**config.mk**
```make
export PLATFORM = sky130hd
export DESIGN_NAME = fct_line_trigger
export DESIGN_NICKNAME = d
export VERILOG_FILES = /design/src/rtl/fct_pkg.sv /design/src/rtl/fct_line_cfg.sv /design/src/rtl/fct_hunt.sv /design/src/rtl/fct_byte_asm.sv /design/src/rtl/fct_line_trigger.sv
export SDC_FILE = /design/constraint.sdc
export NUM_CORES = 1
export LEC_CHECK = 0
export ABC_AREA = 1
export BUFFER_PORTS_ARGS = -buffer_cell sky130_fd_sc_hd__buf_4
export CAP_MARGIN = 10
export CORE_MARGIN = 2
export CORE_UTILIZATION = 48
export DETAILED_ROUTE_END_ITERATION = 10
export PLACE_DENSITY = 0.76
export SLEW_MARGIN = 20
export SYNTH_ARGS = -nofsm -noshare
export SYNTH_HDL_FRONTEND = slang
export SYNTH_HIERARCHICAL = 1
export SYNTH_SLANG_ARGS = --single-unit
```
**constraint.sdc**
```tcl
create_clock -name clk -period 1.34 [get_ports clk]
set_input_delay 0.067 -clock clk [delete_from_list [all_inputs] [get_ports clk]]
set_output_delay 0.067 -clock clk [all_outputs]
set_load 0.01 [all_outputs]
```
**src/rtl/fct_pkg.sv**
```systemverilog
// Shared types for the framing-code line trigger.
package fct_pkg;

    // Per-line check selector encoding
    typedef enum logic [1:0] {
        CK_OFF = 2'b00,
        CK_A   = 2'b01,
        CK_B   = 2'b10,
        CK_C   = 2'b11
    } chk_sel_e;

    // Per-line trigger state
    typedef enum logic [1:0] {
        ST_IDLE = 2'b00,
        ST_HUNT = 2'b01,
        ST_REC  = 2'b10,
        ST_MISS = 2'b11
    } line_st_e;

endpackage

```
**src/rtl/fct_line_cfg.sv**
```systemverilog
// Line setup latch: captures the check mode and the framing pattern in the
// hsync cycle. Assumes hsync is a single-cycle pulse per line; the pattern
// inputs are only sampled on hsync.
module fct_line_cfg #(
    parameter int PAT_W = 8
) (
    input  logic             clk,
    input  logic             rst_n,
    input  logic             hsync,
    input  logic [1:0]       chk_sel,
    input  logic             wss_line,
    input  logic [PAT_W-1:0] pat_a,
    input  logic [PAT_W-1:0] pat_b,
    input  logic [PAT_W-1:0] pat_c,
    input  logic [PAT_W-1:0] pat_wss,
    output logic             chk_on,
    output logic [PAT_W-1:0] pat_q
);
    import fct_pkg::*;

    chk_sel_e         sel_e;
    logic             chk_on_nx;
    logic [PAT_W-1:0] pat_nx;

    assign sel_e = chk_sel_e'(chk_sel);

    // Choose the line's pattern; the signalling flag overrides the selector
    always_comb begin
        chk_on_nx = 1'b1;
        pat_nx    = pat_wss;
        if (!wss_line) begin
            unique case (sel_e)
                CK_OFF: begin
                    chk_on_nx = 1'b0;
                    pat_nx    = '0;
                end
                CK_A:    pat_nx = pat_a;
                CK_B:    pat_nx = pat_b;
                default: pat_nx = pat_c;
            endcase
        end
    end

    // Hold the line setup from one hsync to the next
    always_ff @(posedge clk) begin
        if (!rst_n) begin
            chk_on <= 1'b0;
            pat_q  <= '0;
        end else if (hsync) begin
            chk_on <= chk_on_nx;
            pat_q  <= pat_nx;
        end
    end

endmodule

```
**src/rtl/fct_hunt.sv**
```systemverilog
// Framing hunt: after start_det, either starts recording at once (no check)
// or slides a PAT_W-bit window over the valid bits until it equals the
// pattern. Gives up after HUNT_LIMIT bits. hsync wins over all other events.
module fct_hunt #(
    parameter int PAT_W      = 8,
    parameter int HUNT_LIMIT = 64
) (
    input  logic             clk,
    input  logic             rst_n,
    input  logic             hsync,
    input  logic             start_det,
    input  logic             bit_valid,
    input  logic             bit_in,
    input  logic             chk_on,
    input  logic [PAT_W-1:0] pat_q,
    output logic             rec_en,
    output logic             aligned,
    output logic             miss
);
    import fct_pkg::*;

    localparam int CNT_W = (HUNT_LIMIT > 2) ? $clog2(HUNT_LIMIT) : 1;
    localparam logic [CNT_W-1:0] CNT_LAST = CNT_W'(HUNT_LIMIT - 1);
    localparam logic [CNT_W-1:0] CNT_FILL = CNT_W'(PAT_W - 1);

    line_st_e         state;
    logic [PAT_W-1:0] win;
    logic [PAT_W-1:0] win_nx;
    logic [CNT_W-1:0] cnt;
    logic             aligned_q;
    logic             hit;

    // Window with the new bit appended and the match test on it
    always_comb begin
        win_nx = {win[PAT_W-2:0], bit_in};
        hit    = (cnt >= CNT_FILL) && (win_nx == pat_q);
    end

    // Line state machine, window and bit counter
    always_ff @(posedge clk) begin
        if (!rst_n) begin
            state     <= ST_IDLE;
            win       <= '0;
            cnt       <= '0;
            aligned_q <= 1'b0;
        end else if (hsync) begin
            state     <= ST_IDLE;
            win       <= '0;
            cnt       <= '0;
            aligned_q <= 1'b0;
        end else begin
            unique case (state)
                ST_IDLE: begin
                    if (start_det) begin
                        state <= chk_on ? ST_HUNT : ST_REC;
                        win   <= '0;
                        cnt   <= '0;
                    end
                end
                ST_HUNT: begin
                    if (bit_valid) begin
                        win <= win_nx;
                        cnt <= cnt + 1'b1;
                        if (hit) begin
                            state     <= ST_REC;
                            aligned_q <= 1'b1;
                        end else if (cnt == CNT_LAST) begin
                            state <= ST_MISS;
                        end
                    end
                end
                default: ;
            endcase
        end
    end

    assign rec_en  = (state == ST_REC);
    assign miss    = (state == ST_MISS);
    assign aligned = aligned_q;

endmodule

```
**src/rtl/fct_byte_asm.sv**
```systemverilog
// Byte assembler: packs valid bits into BYTE_W-bit words, first bit in the
// MSB, while recording is enabled. A partial word is dropped on hsync or
// when recording ends.
module fct_byte_asm #(
    parameter int BYTE_W = 8
) (
    input  logic              clk,
    input  logic              rst_n,
    input  logic              hsync,
    input  logic              rec_en,
    input  logic              bit_valid,
    input  logic              bit_in,
    output logic [BYTE_W-1:0] byte_out,
    output logic              byte_valid
);
    localparam int BC_W = (BYTE_W > 2) ? $clog2(BYTE_W) : 1;
    localparam logic [BC_W-1:0] BC_LAST = BC_W'(BYTE_W - 1);

    logic [BYTE_W-1:0] sh;
    logic [BYTE_W-1:0] sh_nx;
    logic [BC_W-1:0]   bcnt;

    // Shift value with the incoming bit
    assign sh_nx = {sh[BYTE_W-2:0], bit_in};

    // Shift register, bit counter and output strobe
    always_ff @(posedge clk) begin
        if (!rst_n) begin
            sh         <= '0;
            bcnt       <= '0;
            byte_out   <= '0;
            byte_valid <= 1'b0;
        end else if (hsync || !rec_en) begin
            bcnt       <= '0;
            byte_valid <= 1'b0;
        end else if (bit_valid) begin
            sh <= sh_nx;
            if (bcnt == BC_LAST) begin
                bcnt       <= '0;
                byte_out   <= sh_nx;
                byte_valid <= 1'b1;
            end else begin
                bcnt       <= bcnt + 1'b1;
                byte_valid <= 1'b0;
            end
        end else begin
            byte_valid <= 1'b0;
        end
    end

endmodule

```
**src/rtl/fct_line_trigger.sv**
```systemverilog
// Top of the framing-code line trigger: line setup latch, framing hunt and
// byte assembler. Assumes hsync, start_det and bit_valid are synchronous
// single-cycle strobes.
module fct_line_trigger #(
    parameter int PAT_W      = 8,
    parameter int HUNT_LIMIT = 64
) (
    input  logic             clk,
    input  logic             rst_n,
    input  logic             hsync,
    input  logic [1:0]       chk_sel,
    input  logic             wss_line,
    input  logic [PAT_W-1:0] pat_a,
    input  logic [PAT_W-1:0] pat_b,
    input  logic [PAT_W-1:0] pat_c,
    input  logic [PAT_W-1:0] pat_wss,
    input  logic             start_det,
    input  logic             bit_valid,
    input  logic             bit_in,
    output logic             rec_en,
    output logic             aligned,
    output logic             miss,
    output logic [PAT_W-1:0] byte_out,
    output logic             byte_valid
);
    logic             chk_on;
    logic [PAT_W-1:0] pat_q;

    fct_line_cfg #(.PAT_W(PAT_W)) u_cfg (
        .clk      (clk),
        .rst_n    (rst_n),
        .hsync    (hsync),
        .chk_sel  (chk_sel),
        .wss_line (wss_line),
        .pat_a    (pat_a),
        .pat_b    (pat_b),
        .pat_c    (pat_c),
        .pat_wss  (pat_wss),
        .chk_on   (chk_on),
        .pat_q    (pat_q)
    );

    fct_hunt #(.PAT_W(PAT_W), .HUNT_LIMIT(HUNT_LIMIT)) u_hunt (
        .clk       (clk),
        .rst_n     (rst_n),
        .hsync     (hsync),
        .start_det (start_det),
        .bit_valid (bit_valid),
        .bit_in    (bit_in),
        .chk_on    (chk_on),
        .pat_q     (pat_q),
        .rec_en    (rec_en),
        .aligned   (aligned),
        .miss      (miss)
    );

    fct_byte_asm #(.BYTE_W(PAT_W)) u_asm (
        .clk        (clk),
        .rst_n      (rst_n),
        .hsync      (hsync),
        .rec_en     (rec_en),
        .bit_valid  (bit_valid),
        .bit_in     (bit_in),
        .byte_out   (byte_out),
        .byte_valid (byte_valid)
    );

endmodule

```
==> results of run 1 <==
==> state kept, by name, summed over array words and instances (netlist names) <==
name / count
u_asm/byte_out: 8
u_cfg/pat_q: 8
u_asm/sh: 7
u_hunt/win: 7
u_hunt/cnt: 6
u_asm/bcnt: 3
u_hunt/state: 2
u_asm/byte_valid: 1
u_cfg/chk_on: 1
u_hunt/aligned: 1
==> kinds of logic (layout without fill, tap and decap cells) <==
group / count (synthesis) / in the layout / share of synthesized area, %
compound gates: 42 / 42 / 10.1
xor+xnor: 6 / 6 / 2.42
fa+ha+maj: 3 / 3 / 1.73
buf+inv: 38 / 97 / 8.64
flops: 44 / 44 / 40.5
simple gates: 185 / 185 / 36.6
==> worst max-delay path: cells and delay by family (launching register included) <==
family                   cells  cell delay [ns]
flip-flops                   1             0.36
adder cells (fa/ha/maj)      1             0.15
buffers and inverters        1             0.06
AND/OR/NAND/NOR              9             0.67
==> layout by cell type, fill, tap and decap left out <==
cell type	n
ha_2	1
xnor2_2	1
clkinvlp_4	1
buf_6	1
dlymetal6s4s_1	1
xnor2_1	3
a41oi_1	1
dfxtp_1	38
nand3_2	4
a21oi_1	28
nand4_1	1
nor3_1	2
inv_2	6
xor2_1	2
a21oi_2	1
dfxtp_4	1
ha_4	2
nor3b_1	1
nor2_2	6
nor2_4	2
o21ai_1	8
and3_1	1
nand2_1	85
nor3b_2	1
nand2_2	3
inv_4	1
nand2_4	3
o21ai_0	2
inv_1	19
nand3_1	39
buf_4	61
bufinv_16	2
clkbuf_8	5
dfxtp_2	5
nor2_1	37
a211oi_1	2
==> metrics by stage <==
stage               worst slack, ns  power [mW]  util [%]
global route                -0.0891        3.00      65.9
CTS                         0.00116        2.87      62.6
global placement            -0.0536        1.71      59.1
floorplan                    0.0356        1.58         -
finish                       0.0321        2.88      65.9
detailed placement          -0.0850        1.71      59.1
==> worst paths after layout <==
| check | start | end | slack, ns | depth (start not counted) |
|---|---|---|---|---|
| worst min register to register | u_asm/sh[6]$_SDFFE_PN0P_ | u_asm/sh[6]$_SDFFE_PN0P_ | 0.47 | 2 |
| worst max-delay path | u_hunt/cnt[1]$_SDFFE_PP0P_ | u_hunt/state[0]$_SDFFE_PP0P_ | 0.03 | 11 |
| worst min-delay path | hsync | u_cfg/chk_on$_SDFFE_PN0P_ | 0.04 | 2 |
| worst max register to register | u_hunt/cnt[1]$_SDFFE_PP0P_ | u_hunt/state[0]$_SDFFE_PP0P_ | 0.03 | 11 |
==> routing by layer <==
metal  share of wire, %  vias to the layer above
met1                 45                      977
met5                  0                        -
met2                 48                       63
li1                   -                     1142
met4                1.7                        0
met3                5.9                        8
==> area by class of cell <==
cell class / instances / area share (%)
clock buffer: 5 / 2.40
clock inverter: 2 / 2.09
tap: 52 / 2.27
timing repair buffer: 63 / 16.8
inverter: 27 / 3.75
sequential: 44 / 31.0
multi-input combinational: 236 / 41.7
==> report_power, final <==
part	internal (mW)	switching [mW]	total, mW
clock network	0.734	0.435	1.17
logic	0.165	0.197	0.362
registers	1.33	0.0199	1.35
==> what timing repair did <==
item,CTS,global route
hold endpoints to repair,1,0
setup endpoints to repair,3,31
setup buffers,0,6
cloned,0,1
pin swaps,2,9
hold buffers,1,0
gates resized for setup,3,32
==> flow_metrics.tcl, run 1 <==
set metrics [dict create \
    grt_usage_pct 19.7 \
    period_minus_slack_ns 1.31 \
    synth_nets 362 \
    dp_hpwl_um 3500 \
    initial_core_util_pct 49.9 \
    area_delta_synth_final_pct 32.1 \
    rsz0062_at_grt "true" \
    tightest_slew_ns 0.343 \
    setup_tns_ns 0 \
    die_y_um 71.3 \
    cts_tree "done" \
    drv_slew 0 \
    wire_per_inst_um 11.6 \
    nNetsFinal 421 \
    routed_wl_um 4970 \
    crit_path_end_kind "register" \
    worstPathArrival_ns 1.54 \
    clock-sinks 44 \
    synth-seq-cells 44 \
    coreArea_um2 4350 \
    setup_viol_count_final 0 \
    placed_cell_area_um2 2570 \
    nFillCells 375 \
    required_ns 1.57 \
    layout-drive-gt1-share_pct 28.4 \
    first_pass_iters 4 \
    synth_top_area_share_pct 40.5 \
    synth_ff_type "dfxtp_1" \
    grtUsageMet2_pct 33.7 \
    synth_top_area_cell "dfxtp_1" \
    fin_crit_sh_pct 97.6 \
    antenna_found_initial 0 \
    synth.avg_cell_area_um2 6.83 \
    seq_area_frac_synth_pct 40.5 \
    holdWs_ns 0.0369 \
    synthCells 318 \
    cp_slowest_cell "dfxtp_2" \
    grt_pass1_vias 2003 \
    n_antenna_cell 0 \
    placed_cells 415 \
    peakVddDrop_v 0.000430 \
    cts_buffer_depth 2 \
    max_stage_delay_ns 0.36 \
    grt_busiest_layer "met2" \
    syn-cell-area_um2 2170 \
    place.gp.congestion 0.788 \
    synth.distinct_cells 29 \
    htreeDepth 2 \
    cts.clk_slew.worst_paths_ns 0.08 \
    numCtsBuffers 5 \
    postRouteAntennaNets 0 \
    viasPerCell 5.10 \
    num_io_pins 53 \
    hold_viol 0 \
    yosysWarnings 6 \
    final_cell_area_um2 2870 \
    synth_area_leaders "dfxtp_1, nand2_1, nand3_1" \
    crit_fanout 3 \
    cp_cell_sequence "ha_4 > nand2_4 > inv_2 > nor2_2 > nor2_1 > nand3_2 > nand3_2 > nand2_2 > nand2_1 > nand2_1 > nor2_1" \
    fmax_ghz 0.765 \
    slew_headroom_pct 77.1 \
    use_met1_pct 23.8 \
    dieWidth_um 71.3 \
    synth.most_common_cell "nand2_1" \
    power_density_nw_per_um2 1000 \
    synthTopCellsByCount "nand2_1, dfxtp_1, nor2_1, nand3_1, a21oi_1" \
    cap_violations 0 \
    gr-usage-met3_pct 4.08 \
    grt_pass1_wl_um 8170 \
    multi_input_comb_area_um2 1200 \
    cp-start-kind "register" \
    num_vias 2190 \
    overflow 0 \
    grt_max_degree 18 \
    drt_iter0_drc 154 \
    drcViolationCount 0 \
    synth-edff-count 0 \
    outcome "completed" \
    async_flop_share_pct 0 \
    port_buffers 52 \
    seqCellArea_um2 891 \
    die_area_um2 5080 \
    clk_latency_ns 0.30 \
    skew_ns 0.00917 \
    rows 24 \
    min_path_type "in2reg" \
    cts-root-buf "clkbuf_8" \
    leakage_nw 1.32 \
    instances_no_fill 429 \
    critPathKind "reg2reg" \
]
No activity file was read; power rests on OpenSTA's default activity.
==> run 2: changes to the inputs <==
--- a/config.mk
+++ b/config.mk
@@ -11,6 +11,7 @@
 export CORE_MARGIN = 2
 export CORE_UTILIZATION = 48
 export DETAILED_ROUTE_END_ITERATION = 10
+export MAX_ROUTING_LAYER = met4
 export PLACE_DENSITY = 0.76
 export SLEW_MARGIN = 20
 export SYNTH_ARGS = -nofsm -noshare
==> run 2 against run 1 <==
Via count down 0.78%. Sequential power about the same. Register-to-register slack about the same. Critical path depth unchanged. Combinational power about the same. Power about the same. Non-clock buffer count unchanged.
==> flow_metrics.tcl, run 2 (same netlist as run 1, synthesis figures left out) <==
set metrics [dict create \
    first_pass_iters 4 \
    antenna_found_initial 0 \
    grt_pass1_vias 2002 \
    power_mw 2.88 \
    routed_wl_um 4970 \
    leakage_nw 1.32 \
    dp_hpwl_um 3500 \
    num_vias 2173 \
    fin_crit_sh_pct 97.5 \
    place.gp.congestion 0.799 \
    rsz0062_at_grt "true" \
    cp-start-kind "register" \
    rows 24 \
    outcome "completed" \
    crit_path_end_kind "register" \
    num_io_pins 53 \
    grt_pass1_wl_um 8180 \
    nFillCells 375 \
    final_cell_mix "nand2_1, buf_4, nand3_1, dfxtp_1, nor2_1" \
    numCtsBuffers 5 \
    worstPathArrival_ns 1.54 \
    swShare_pct 22.6 \
    area_delta_synth_final_pct 32.1 \
    clk_latency_ns 0.30 \
    skew_ns 0.00894 \
    drcViolationCount 0 \
    placed_cells 415 \
    die_y_um 71.3 \
    instances_no_fill 429 \
    cts.clk_slew.worst_paths_ns 0.08 \
    grt_max_degree 18 \
    setup_tns_ns 0 \
    dieWidth_um 71.3 \
    nNetsFinal 421 \
    drt_iter0_drc 159 \
    internal-power_mw 2.23 \
    hold_viol 0 \
    clock-sinks 44 \
    min_path_type "in2reg" \
    cts_tree "done" \
    peakVddDrop_v 0.000429 \
    die_area_um2 5080 \
    seqCellArea_um2 891 \
    slew_headroom_pct 76.4 \
    layout-drive-gt1-share_pct 28.4 \
    cts-root-buf "clkbuf_8" \
    coreArea_um2 4350 \
    postRouteAntennaNets 0 \
    setup_viol_count_final 0 \
    fmax_ghz 0.765 \
    drv_slew 0 \
    reg.largest.list "u_asm/byte_out: 8 flops, u_cfg/pat_q: 8 flops" \
    initial_core_util_pct 49.9 \
    wire_per_inst_um 11.6 \
    cap_violations 0 \
    multi_input_comb_area_um2 1200 \
    viasPerCell 5.07 \
    switchingPower_mw 0.649 \
    period_minus_slack_ns 1.31 \
    required_ns 1.57 \
    tightest_slew_ns 0.353 \
    port_buffers 52 \
    mostFrequentLayoutCell "nand2_1" \
    crit_fanout 3 \
    power.clock.fraction_pct 40.5 \
    grt_usage_pct 20.3 \
    n_antenna_cell 0 \
    cts_buffer_depth 2 \
    power_density_nw_per_um2 1000 \
    p_seq_share_pct 46.9 \
    critPathKind "reg2reg" \
    htreeDepth 2 \
    overflow 0 \
    p_comb_share_pct 12.6 \
]
==> run 2: cell counts in the layout (fill, tap and decap cells not counted) <==
Identical to the previous run, type by type.
==> run 2: worst max-delay path, cell delays in order (launching register included) <==
cell	delay, ns
dfxtp_2	0.36
ha_4	0.15
nand2_4	0.05
inv_2	0.06
nor2_2	0.04
nor2_1	0.10
nand3_2	0.12
nand3_2	0.12
nand2_2	0.06
nand2_1	0.06
nand2_1	0.04
nor2_1	0.08
==> run 2: routing by layer <==
| metal | vias up | global-route usage (%) | part of all wire (%) |
|---|---|---|---|
| met3 | 8 | 3.09 | 4.6 |
| li1 | 1142 | - | - |
| met4 | 0 | 8.81 | 1.7 |
| met2 | 55 | 33.7 | 47 |
| met1 | 968 | 24.4 | 46 |
| met5 | - | - | 0 |
==> run 2: power groups by stage <==
stage / Combinational, mW / Clock [mW] / Sequential [mW]
3_5_place_dp: 0.332 / 0 / 1.38
5_1_grt: 0.406 / 1.24 / 1.35
3_3_place_gp: 0.330 / 0 / 1.38
6_report: 0.362 / 1.17 / 1.35
4_1_cts: 0.339 / 1.18 / 1.35
2_1_floorplan: 0.208 / 0 / 1.37
==> run 2: path summary, 6_finish.rpt <==
kind                                                     end  depth (start not counted)  slack [ns]                  startpoint
worst min register to register      u_asm/sh[6]$_SDFFE_PN0P_                          2        0.47    u_asm/sh[6]$_SDFFE_PN0P_
worst max register to register  u_hunt/state[0]$_SDFFE_PP0P_                         11        0.03  u_hunt/cnt[1]$_SDFFE_PP0P_
worst min-delay path               u_cfg/chk_on$_SDFFE_PN0P_                          2        0.04                       hsync
worst max-delay path            u_hunt/state[0]$_SDFFE_PP0P_                         11        0.03  u_hunt/cnt[1]$_SDFFE_PP0P_
==> run 2: stage by stage <==
| step | utilization (%) | setup slack, ns | area [µm²] | hold slack, ns |
|---|---|---|---|---|
| detailed placement | 59.1 | -0.0850 | 2570 | 0.304 |
| finish | 65.9 | 0.0336 | 2870 | 0.0373 |
| CTS | 62.6 | 0.00116 | 2730 | 0.0312 |
| floorplan | - | 0.0356 | 2180 | 0.170 |
| global placement | 59.1 | -0.0536 | 2570 | 0.306 |
| global route | 65.9 | -0.0891 | 2870 | 0.0276 |
==> run 2: layout make-up <==
cell class	instances	share of cell area, %
multi-input combinational	236	41.7
sequential	44	31.0
timing repair buffer	63	16.8
inverter	27	3.75
clock buffer	5	2.40
tap	52	2.27
clock inverter	2	2.09
==> run 2: repair_timing <==
action                                  in CTS  in global routing
endpoints found under the hold margin        1                  0
pin swaps                                    2                  9
gates cloned                                 0                  1
gates resized for setup                      3                 32
endpoints found under the setup margin       3                 31
hold buffers                                 1                  0
buffers inserted                             0                  6
